File: src/rtl/sat_mac_pkg.sv
package sat_mac_pkg;
  localparam int XLEN  = 32;
  localparam int WLEN  = 2 * XLEN;
  localparam int SLEN  = WLEN + 2;
  localparam int IMM_W = 9;
  localparam int IDX_W = 4;

  localparam logic [7:0] PRI_IMM = 8'h13;
  localparam logic [7:0] PRI_REG = 8'h03;
  localparam logic [2:0] SEC_IMM_N = 3'h5;
  localparam logic [2:0] SEC_IMM_W = 3'h7;
  localparam logic [7:0] SEC_REG_N = 8'h8A;
  localparam logic [7:0] SEC_REG_W = 8'hEA;

  typedef struct packed {
    logic [WLEN-1:0] value;
    logic            ovf;
    logic            adv;
  } sat_res_t;

  function automatic logic [WLEN-1:0] sx_mul(input logic [XLEN-1:0] a, input logic [XLEN-1:0] m);
    logic signed [WLEN-1:0] ea, em;
    ea = $signed({{XLEN{a[XLEN-1]}}, a});
    em = $signed({{XLEN{m[XLEN-1]}}, m});
    return ea * em;
  endfunction

  function automatic logic [SLEN-1:0] wide_add(input logic [WLEN-1:0] x, input logic [WLEN-1:0] y);
    return {{2{x[WLEN-1]}}, x} + {{2{y[WLEN-1]}}, y};
  endfunction

  function automatic sat_res_t clamp_narrow(input logic [SLEN-1:0] s);
    sat_res_t r;
    logic [SLEN-XLEN:0] top;
    top = s[SLEN-1:XLEN-1];
    r.ovf = !((top == '0) || (&top));
    r.adv = s[XLEN-1] ^ s[XLEN-2];
    if (!r.ovf)      r.value = {{XLEN{1'b0}}, s[XLEN-1:0]};
    else if (s[SLEN-1]) r.value = {{XLEN{1'b0}}, 1'b1, {(XLEN-1){1'b0}}};
    else             r.value = {{XLEN{1'b0}}, 1'b0, {(XLEN-1){1'b1}}};
    return r;
  endfunction

  function automatic sat_res_t clamp_wide(input logic [SLEN-1:0] s);
    sat_res_t r;
    logic [2:0] top;
    top = s[SLEN-1:WLEN-1];
    r.ovf = !((top == '0) || (&top));
    r.adv = s[WLEN-1] ^ s[WLEN-2];
    if (!r.ovf)      r.value = s[WLEN-1:0];
    else if (s[SLEN-1]) r.value = {1'b1, {(WLEN-1){1'b0}}};
    else             r.value = {1'b0, {(WLEN-1){1'b1}}};
    return r;
  endfunction
endpackage

File: src/rtl/sat_mac_decode.sv
module sat_mac_decode
  import sat_mac_pkg::*;
(
  input  logic [XLEN-1:0]  instr,
  output logic             legal,
  output logic             wide,
  output logic             use_imm,
  output logic [XLEN-1:0]  imm_ext,
  output logic [IDX_W-1:0] f_dst,
  output logic [IDX_W-1:0] f_acc,
  output logic [IDX_W-1:0] f_a,
  output logic [IDX_W-1:0] f_b
);
  logic is_imm_n, is_imm_w, is_reg_n, is_reg_w;

  always_comb begin
    is_imm_n = (instr[7:0] == PRI_IMM) && (instr[23:21] == SEC_IMM_N);
    is_imm_w = (instr[7:0] == PRI_IMM) && (instr[23:21] == SEC_IMM_W);
    is_reg_n = (instr[7:0] == PRI_REG) && (instr[23:16] == SEC_REG_N);
    is_reg_w = (instr[7:0] == PRI_REG) && (instr[23:16] == SEC_REG_W);
    legal    = is_imm_n | is_imm_w | is_reg_n | is_reg_w;
    wide     = is_imm_w | is_reg_w;
    use_imm  = is_imm_n | is_imm_w;
    imm_ext  = {{(XLEN-IMM_W){instr[20]}}, instr[20:12]};
    f_dst    = instr[31:28];
    f_acc    = instr[27:24];
    f_a      = instr[11:8];
    f_b      = instr[15:12];
  end

  always_comb begin
    a_r1_r2_onehot_form: assert ($onehot0({is_imm_n, is_imm_w, is_reg_n, is_reg_w}));
  end
endmodule

File: src/rtl/sat_mac_mul_stage.sv
module sat_mac_mul_stage
  import sat_mac_pkg::*;
(
  input  logic             clk,
  input  logic             rst_n,
  input  logic             in_valid,
  input  logic             legal,
  input  logic             wide,
  input  logic             use_imm,
  input  logic [XLEN-1:0]  imm_ext,
  input  logic [XLEN-1:0]  src_a,
  input  logic [XLEN-1:0]  src_b,
  input  logic [WLEN-1:0]  acc,
  input  logic             sv_in,
  input  logic [IDX_W-1:0] dst_in,
  output logic             s1_valid,
  output logic             s1_legal,
  output logic             s1_wide,
  output logic [WLEN-1:0]  s1_prod,
  output logic [WLEN-1:0]  s1_acc,
  output logic             s1_sv,
  output logic [IDX_W-1:0] s1_dst
);
  logic [XLEN-1:0] mult_sel;
  logic [WLEN-1:0] acc_sel;

  always_comb begin
    mult_sel = use_imm ? imm_ext : src_b;
    acc_sel  = wide ? acc : {{XLEN{acc[XLEN-1]}}, acc[XLEN-1:0]};
  end

  always_ff @(posedge clk) begin
    if (!rst_n) begin
      s1_valid <= 1'b0;
      s1_legal <= 1'b0;
      s1_wide  <= 1'b0;
      s1_prod  <= '0;
      s1_acc   <= '0;
      s1_sv    <= 1'b0;
      s1_dst   <= '0;
    end else begin
      s1_valid <= in_valid;
      if (in_valid) begin
        s1_legal <= legal;
        s1_wide  <= wide;
        s1_prod  <= sx_mul(src_a, mult_sel);
        s1_acc   <= acc_sel;
        s1_sv    <= sv_in;
        s1_dst   <= dst_in;
      end
    end
  end
endmodule

File: src/rtl/sat_mac_sat_stage.sv
module sat_mac_sat_stage
  import sat_mac_pkg::*;
(
  input  logic             clk,
  input  logic             rst_n,
  input  logic             s1_valid,
  input  logic             s1_legal,
  input  logic             s1_wide,
  input  logic [WLEN-1:0]  s1_prod,
  input  logic [WLEN-1:0]  s1_acc,
  input  logic             s1_sv,
  input  logic [IDX_W-1:0] s1_dst,
  output logic             out_valid,
  output logic [WLEN-1:0]  result,
  output logic             out_wide,
  output logic [IDX_W-1:0] dst_idx,
  output logic             res_we,
  output logic             flags_we,
  output logic             v_out,
  output logic             sv_out,
  output logic             av_out,
  output logic             illegal
);
  logic [SLEN-1:0] raw_sum;
  sat_res_t        clamped;

  always_comb begin
    raw_sum = wide_add(s1_acc, s1_prod);
    clamped = s1_wide ? clamp_wide(raw_sum) : clamp_narrow(raw_sum);
  end

  always_ff @(posedge clk) begin
    if (!rst_n) begin
      out_valid <= 1'b0;
      result    <= '0;
      out_wide  <= 1'b0;
      dst_idx   <= '0;
      res_we    <= 1'b0;
      flags_we  <= 1'b0;
      v_out     <= 1'b0;
      sv_out    <= 1'b0;
      av_out    <= 1'b0;
      illegal   <= 1'b0;
    end else begin
      out_valid <= s1_valid;
      out_wide  <= s1_valid && s1_legal && s1_wide;
      dst_idx   <= s1_dst;
      res_we    <= s1_valid && s1_legal;
      flags_we  <= s1_valid && s1_legal;
      illegal   <= s1_valid && !s1_legal;
      if (s1_valid && s1_legal) begin
        result <= clamped.value;
        v_out  <= clamped.ovf;
        sv_out <= clamped.ovf | s1_sv;
        av_out <= clamped.adv;
      end else begin
        result <= '0;
        v_out  <= 1'b0;
        sv_out <= 1'b0;
        av_out <= 1'b0;
      end
    end
  end

  a_r11_pipe_advance: assert property (@(posedge clk) disable iff (!rst_n)
    s1_valid |=> out_valid);
  a_r10_illegal_quiet: assert property (@(posedge clk) disable iff (!rst_n)
    (out_valid && illegal) |-> (!res_we && !flags_we && result == '0));
  a_r6_v_implies_sv: assert property (@(posedge clk) disable iff (!rst_n)
    (out_valid && v_out) |-> sv_out);
  a_r4_narrow_upper_zero: assert property (@(posedge clk) disable iff (!rst_n)
    (out_valid && res_we && !out_wide) |-> (result[WLEN-1:XLEN] == '0));
  a_r7_sticky_kept: assert property (@(posedge clk) disable iff (!rst_n)
    (s1_valid && s1_legal && s1_sv) |=> sv_out);
endmodule

File: src/rtl/sat_mac_unit.sv
module sat_mac_unit
  import sat_mac_pkg::*;
(
  input  logic             clk,
  input  logic             rst_n,
  input  logic             in_valid,
  input  logic [XLEN-1:0]  instr,
  input  logic [XLEN-1:0]  src_a,
  input  logic [XLEN-1:0]  src_b,
  input  logic [WLEN-1:0]  acc,
  input  logic             sv_in,
  output logic [IDX_W-1:0] idx_a,
  output logic [IDX_W-1:0] idx_b,
  output logic [IDX_W-1:0] idx_acc,
  output logic             out_valid,
  output logic [WLEN-1:0]  result,
  output logic             out_wide,
  output logic [IDX_W-1:0] dst_idx,
  output logic             res_we,
  output logic             flags_we,
  output logic             v_out,
  output logic             sv_out,
  output logic             av_out,
  output logic             carry_we,
  output logic             illegal
);
  logic             dec_legal, dec_wide, dec_imm;
  logic [XLEN-1:0]  dec_k;
  logic [IDX_W-1:0] dec_dst;
  logic             s1_valid, s1_legal, s1_wide, s1_sv;
  logic [WLEN-1:0]  s1_prod, s1_acc;
  logic [IDX_W-1:0] s1_dst;

  sat_mac_decode u_dec (
    .instr(instr), .legal(dec_legal), .wide(dec_wide), .use_imm(dec_imm),
    .imm_ext(dec_k), .f_dst(dec_dst), .f_acc(idx_acc), .f_a(idx_a), .f_b(idx_b)
  );

  sat_mac_mul_stage u_mul (
    .clk(clk), .rst_n(rst_n), .in_valid(in_valid), .legal(dec_legal),
    .wide(dec_wide), .use_imm(dec_imm), .imm_ext(dec_k), .src_a(src_a),
    .src_b(src_b), .acc(acc), .sv_in(sv_in), .dst_in(dec_dst),
    .s1_valid(s1_valid), .s1_legal(s1_legal), .s1_wide(s1_wide),
    .s1_prod(s1_prod), .s1_acc(s1_acc), .s1_sv(s1_sv), .s1_dst(s1_dst)
  );

  sat_mac_sat_stage u_sat (
    .clk(clk), .rst_n(rst_n), .s1_valid(s1_valid), .s1_legal(s1_legal),
    .s1_wide(s1_wide), .s1_prod(s1_prod), .s1_acc(s1_acc), .s1_sv(s1_sv),
    .s1_dst(s1_dst), .out_valid(out_valid), .result(result),
    .out_wide(out_wide), .dst_idx(dst_idx), .res_we(res_we),
    .flags_we(flags_we), .v_out(v_out), .sv_out(sv_out), .av_out(av_out),
    .illegal(illegal)
  );

  assign carry_we = 1'b0;

  a_r9_no_carry: assert property (@(posedge clk) disable iff (!rst_n) !carry_we);
  a_r10_we_pairing: assert property (@(posedge clk) disable iff (!rst_n)
    out_valid |-> (res_we != illegal) && (flags_we == res_we));
  a_r12_idle_after_reset: assert property (@(posedge clk)
    !rst_n |=> !out_valid);
endmodule

File: config.mk
export PLATFORM = sky130hd
export DESIGN_NAME = sat_mac_unit
export DESIGN_NICKNAME = d
export VERILOG_FILES = /design/src/rtl/sat_mac_pkg.sv /design/src/rtl/sat_mac_decode.sv /design/src/rtl/sat_mac_mul_stage.sv /design/src/rtl/sat_mac_sat_stage.sv /design/src/rtl/sat_mac_unit.sv
export SDC_FILE = /design/constraint.sdc
export NUM_CORES = 2
export LEC_CHECK = 0
export BUFFER_PORTS_ARGS = -buffer_cell sky130_fd_sc_hd__buf_2
export CORE_MARGIN = 2
export CORE_UTILIZATION = 60
export CTS_BUF_LIST = sky130_fd_sc_hd__clkbuf_4 sky130_fd_sc_hd__clkbuf_8
export DETAILED_ROUTE_END_ITERATION = 8
export PLACE_DENSITY = 0.89
export SYNTH_ARGS = -nofsm -noshare
export SYNTH_HDL_FRONTEND = slang
export SYNTH_SLANG_ARGS = --single-unit
File: constraint.sdc
create_clock -name clk -period 12.1 [get_ports clk]
set_input_delay 0 -clock clk [delete_from_list [all_inputs] [get_ports clk]]
set_output_delay 0 -clock clk [all_outputs]
set_load 0.05 [all_outputs]
==> out/qor.yml <==
status: "finished, final reports clean"
setup_viol: 0
worstSkewPairLatency_ns: 0.61
final.period_utilization_pct: 91.7
post_cts_buffers: 0
crit_required_ns: 12.58
num_vias: 39300
vias_per_cell: 6.02
core-area_mm2: 0.0804
area_growth_syn_to_layout_pct: 6.23
grt_pass1_vias: 43400
wl_per_cell_um: 21.3
drc: 0
die_area_mm2: 0.0835
synthCells: 5363
synth_top_area_share_pct: 44.5
endpoint_kind: "register"
die-width_um: 289
hold_viol_final: 0
cp.arrival_ns: 11.57
synth_flop_cell: "dfxtp_1"
startpoint_type: "input port"
drtIter0Drc: 3597
hold_path_class: "in -> out"
slew_violations: 0
fmax_ghz: 0.0901
ys_top_cells_by_count: "fa_1 (1083), inv_1 (1015), nand2_1 (629)"
grt_use_total_pct: 34.1
routabilityCongestion: 0.961
critPathSlowestCell: "fa_1"
rows: 104
wl_um: 139000
tns_ns: 0
grt_pass1_wl_um: 223000
synthMuxAreaShare_pct: 1.83
clock-sinks: 211
htreeDepth: 1
start_util_pct: 60.6
max_slew_margin_pct: 8.81
syn_avg_cell_area_um2: 9.08
synth_top_family_by_area: "adder cells"
drt_first_pass_iters: 8
synth-edff-count: 0
synth_compound_area_share_pct: 9.30
synth-seq-cells: 211
io_buffers: 235
clock_skew_ns: 0.0356
drive_above_1_share_pct: 7.71
ios: 253
cts_max_path_buffers: 3
synth.distinct_cells: 96
nFillCells: 6030
cts-root-buf: "clkbuf_8"
cts_tree: "yes"
synth_area_leaders: "fa_1 (45%), dfxtp_1 (8.7%), inv_1 (7.8%)"
critPathKind: "in -> reg"
max-cap-violations: 0
grt_max_degree: 111
synth-simple-area-share_pct: 16.7
synth_top_cell_by_area: "fa_1"
ant_nets: 0
die_y_um: 289
antenna_found_initial: 4
dpl.hpwl_um: 107000
synth_seq_area_share_pct: 8.67
clkTransAtPathRegs_ns: 0.07
grt-ovfl-total: 0
multi_input_area_mm2: 0.0394
nets: 6935
synth_area_mm2: 0.0487
yosysMostFrequentCell: "fa_1"
critPathMostFrequentCell: "fa_1"
rsz0062_at_grt: "false"
period_minus_slack_ns: 11.09
synth_xor_area_share_pct: 2.00
syn-num-nets: 6860
yosys_warnings: 0
synth_fa_ha_area_share_pct: 50.9
max_stage_delay_ns: 0.93
layout.area.seq_mm2: 0.00422
numCtsBuffers: 30
crit_path_max_fanout: 36
worstMarginPinSlew_ns: 1.37
async_reset_ff_share_pct: 0
-- layout by cell type, fill, tap and decap left out, drive strengths merged, types with 10 or more instances in the layout --
cell type,netlist,routed
nand3,43,43
o211ai,22,22
a21o,77,77
nand2,631,631
xor2,40,40
dlygate4sd3,0,86
and3,12,12
or3,10,10
a31oi,19,19
o22ai,31,31
ha,250,250
xnor2,71,71
o21bai,21,21
o21ai,136,136
nor3,38,38
fa,1083,1083
nor4,13,13
nand4,44,44
buf,44,264
inv,1016,1016
and4,12,12
nand2b,19,19
or2,16,16
and2,450,450
a211oi,17,17
dfxtp,211,211
a21oi,266,266
clkbuf,263,47
nor2,141,141
mux2i,81,81
nor2b,157,157
o21a,19,19
-- stage by stage --
stage | cells | worst slack [ns] | utilization, % | cell area [um2] | hold WS, ns
after global placement | 6380 | 0.981 | 62.4 | 50200 | 0.000341
after CTS | 6521 | 1.34 | 64.3 | 51700 | 0.000341
final | 6525 | 1.01 | 64.3 | 51700 | 0.0000193
after global routing | 6521 | 0.585 | 64.3 | 51700 | 0.000118
after detailed placement | 6380 | 0.722 | 62.4 | 50200 | 0.000341
after floorplan | 5363 | 2.60 | - | 48700 | 0.163
-- flip-flops by register name (all words and copies together), names as in the netlist --
register         count
u_sat.res_we         1
u_mul.s1_valid       1
u_mul.s1_wide        1
u_sat.sv_out         1
u_mul.s1_legal       1
u_mul.s1_dst         4
u_mul.s1_sv          1
u_sat.dst_idx        4
u_sat.av_out         1
u_sat.result        64
u_mul.s1_acc        64
u_sat.out_wide       1
u_sat.out_valid      1
u_sat.v_out          1
u_mul.s1_prod       64
u_sat.illegal        1
-- cells by family (layout without fill, tap and decap cells) --
| kind of cell | count (synthesis) | count (layout) |
|---|---|---|
| other cells | 1 | 5 |
| fa+ha+maj | 1333 | 1333 |
| compound gates | 690 | 690 |
| xor+xnor | 111 | 111 |
| flops | 211 | 211 |
| simple gates | 1606 | 1606 |
| mux | 88 | 88 |
| buf+inv | 1323 | 1421 |
-- final cells by class --
class	instances	share of cell area (%)
Antenna cell	4	0.0193
Inverter	1016	7.37
Clock inverter	8	0.189
Sequential cell	211	8.16
Timing Repair Buffer	350	4.37
Clock buffer	47	1.19
Tap cell	1060	2.56
Multi-Input combinational cell	3829	76.1
-- what timing repair did --
item / 4_1_cts / 5_1_grt
endpoints found under the hold margin: 90 / 0
hold buffers: 86 / 0
resized for setup: 0 / 0
-- layer usage --
metal  GRT usage, %  vias up  wire length, um
li1               -    16500                -
met1           40.1    19500            47300
met2           57.0     2444            66900
met3           6.96      790            13500
met4           22.5        4            10900
met5              0        -               23
-- worst paths after layout --
check	start	end	slack, ns	cells after the start
max	instr[7]	u_mul.s1_prod[63]	1.01	31
min	instr[10]	idx_a[2]	0.00002	0
max reg2reg	u_mul.s1_prod[0]	u_sat.result[5]	5.84	19
min reg2reg	u_mul.s1_prod[20]	u_mul.s1_prod[20]	0.49	2
-- critical path: cells and delay by family --
family,cells,cell delay (ns)
adders and majority gates,9,4.86
xor gates and xnor gates,1,0.27
AOI/OAI and AO/OA,6,1.79
buffers and inverters,6,1.49
and+or+nand+nor,9,3.09
Power is not shown: default switching activity piles up to over one toggle a cycle in this logic, so the estimate is an artifact.
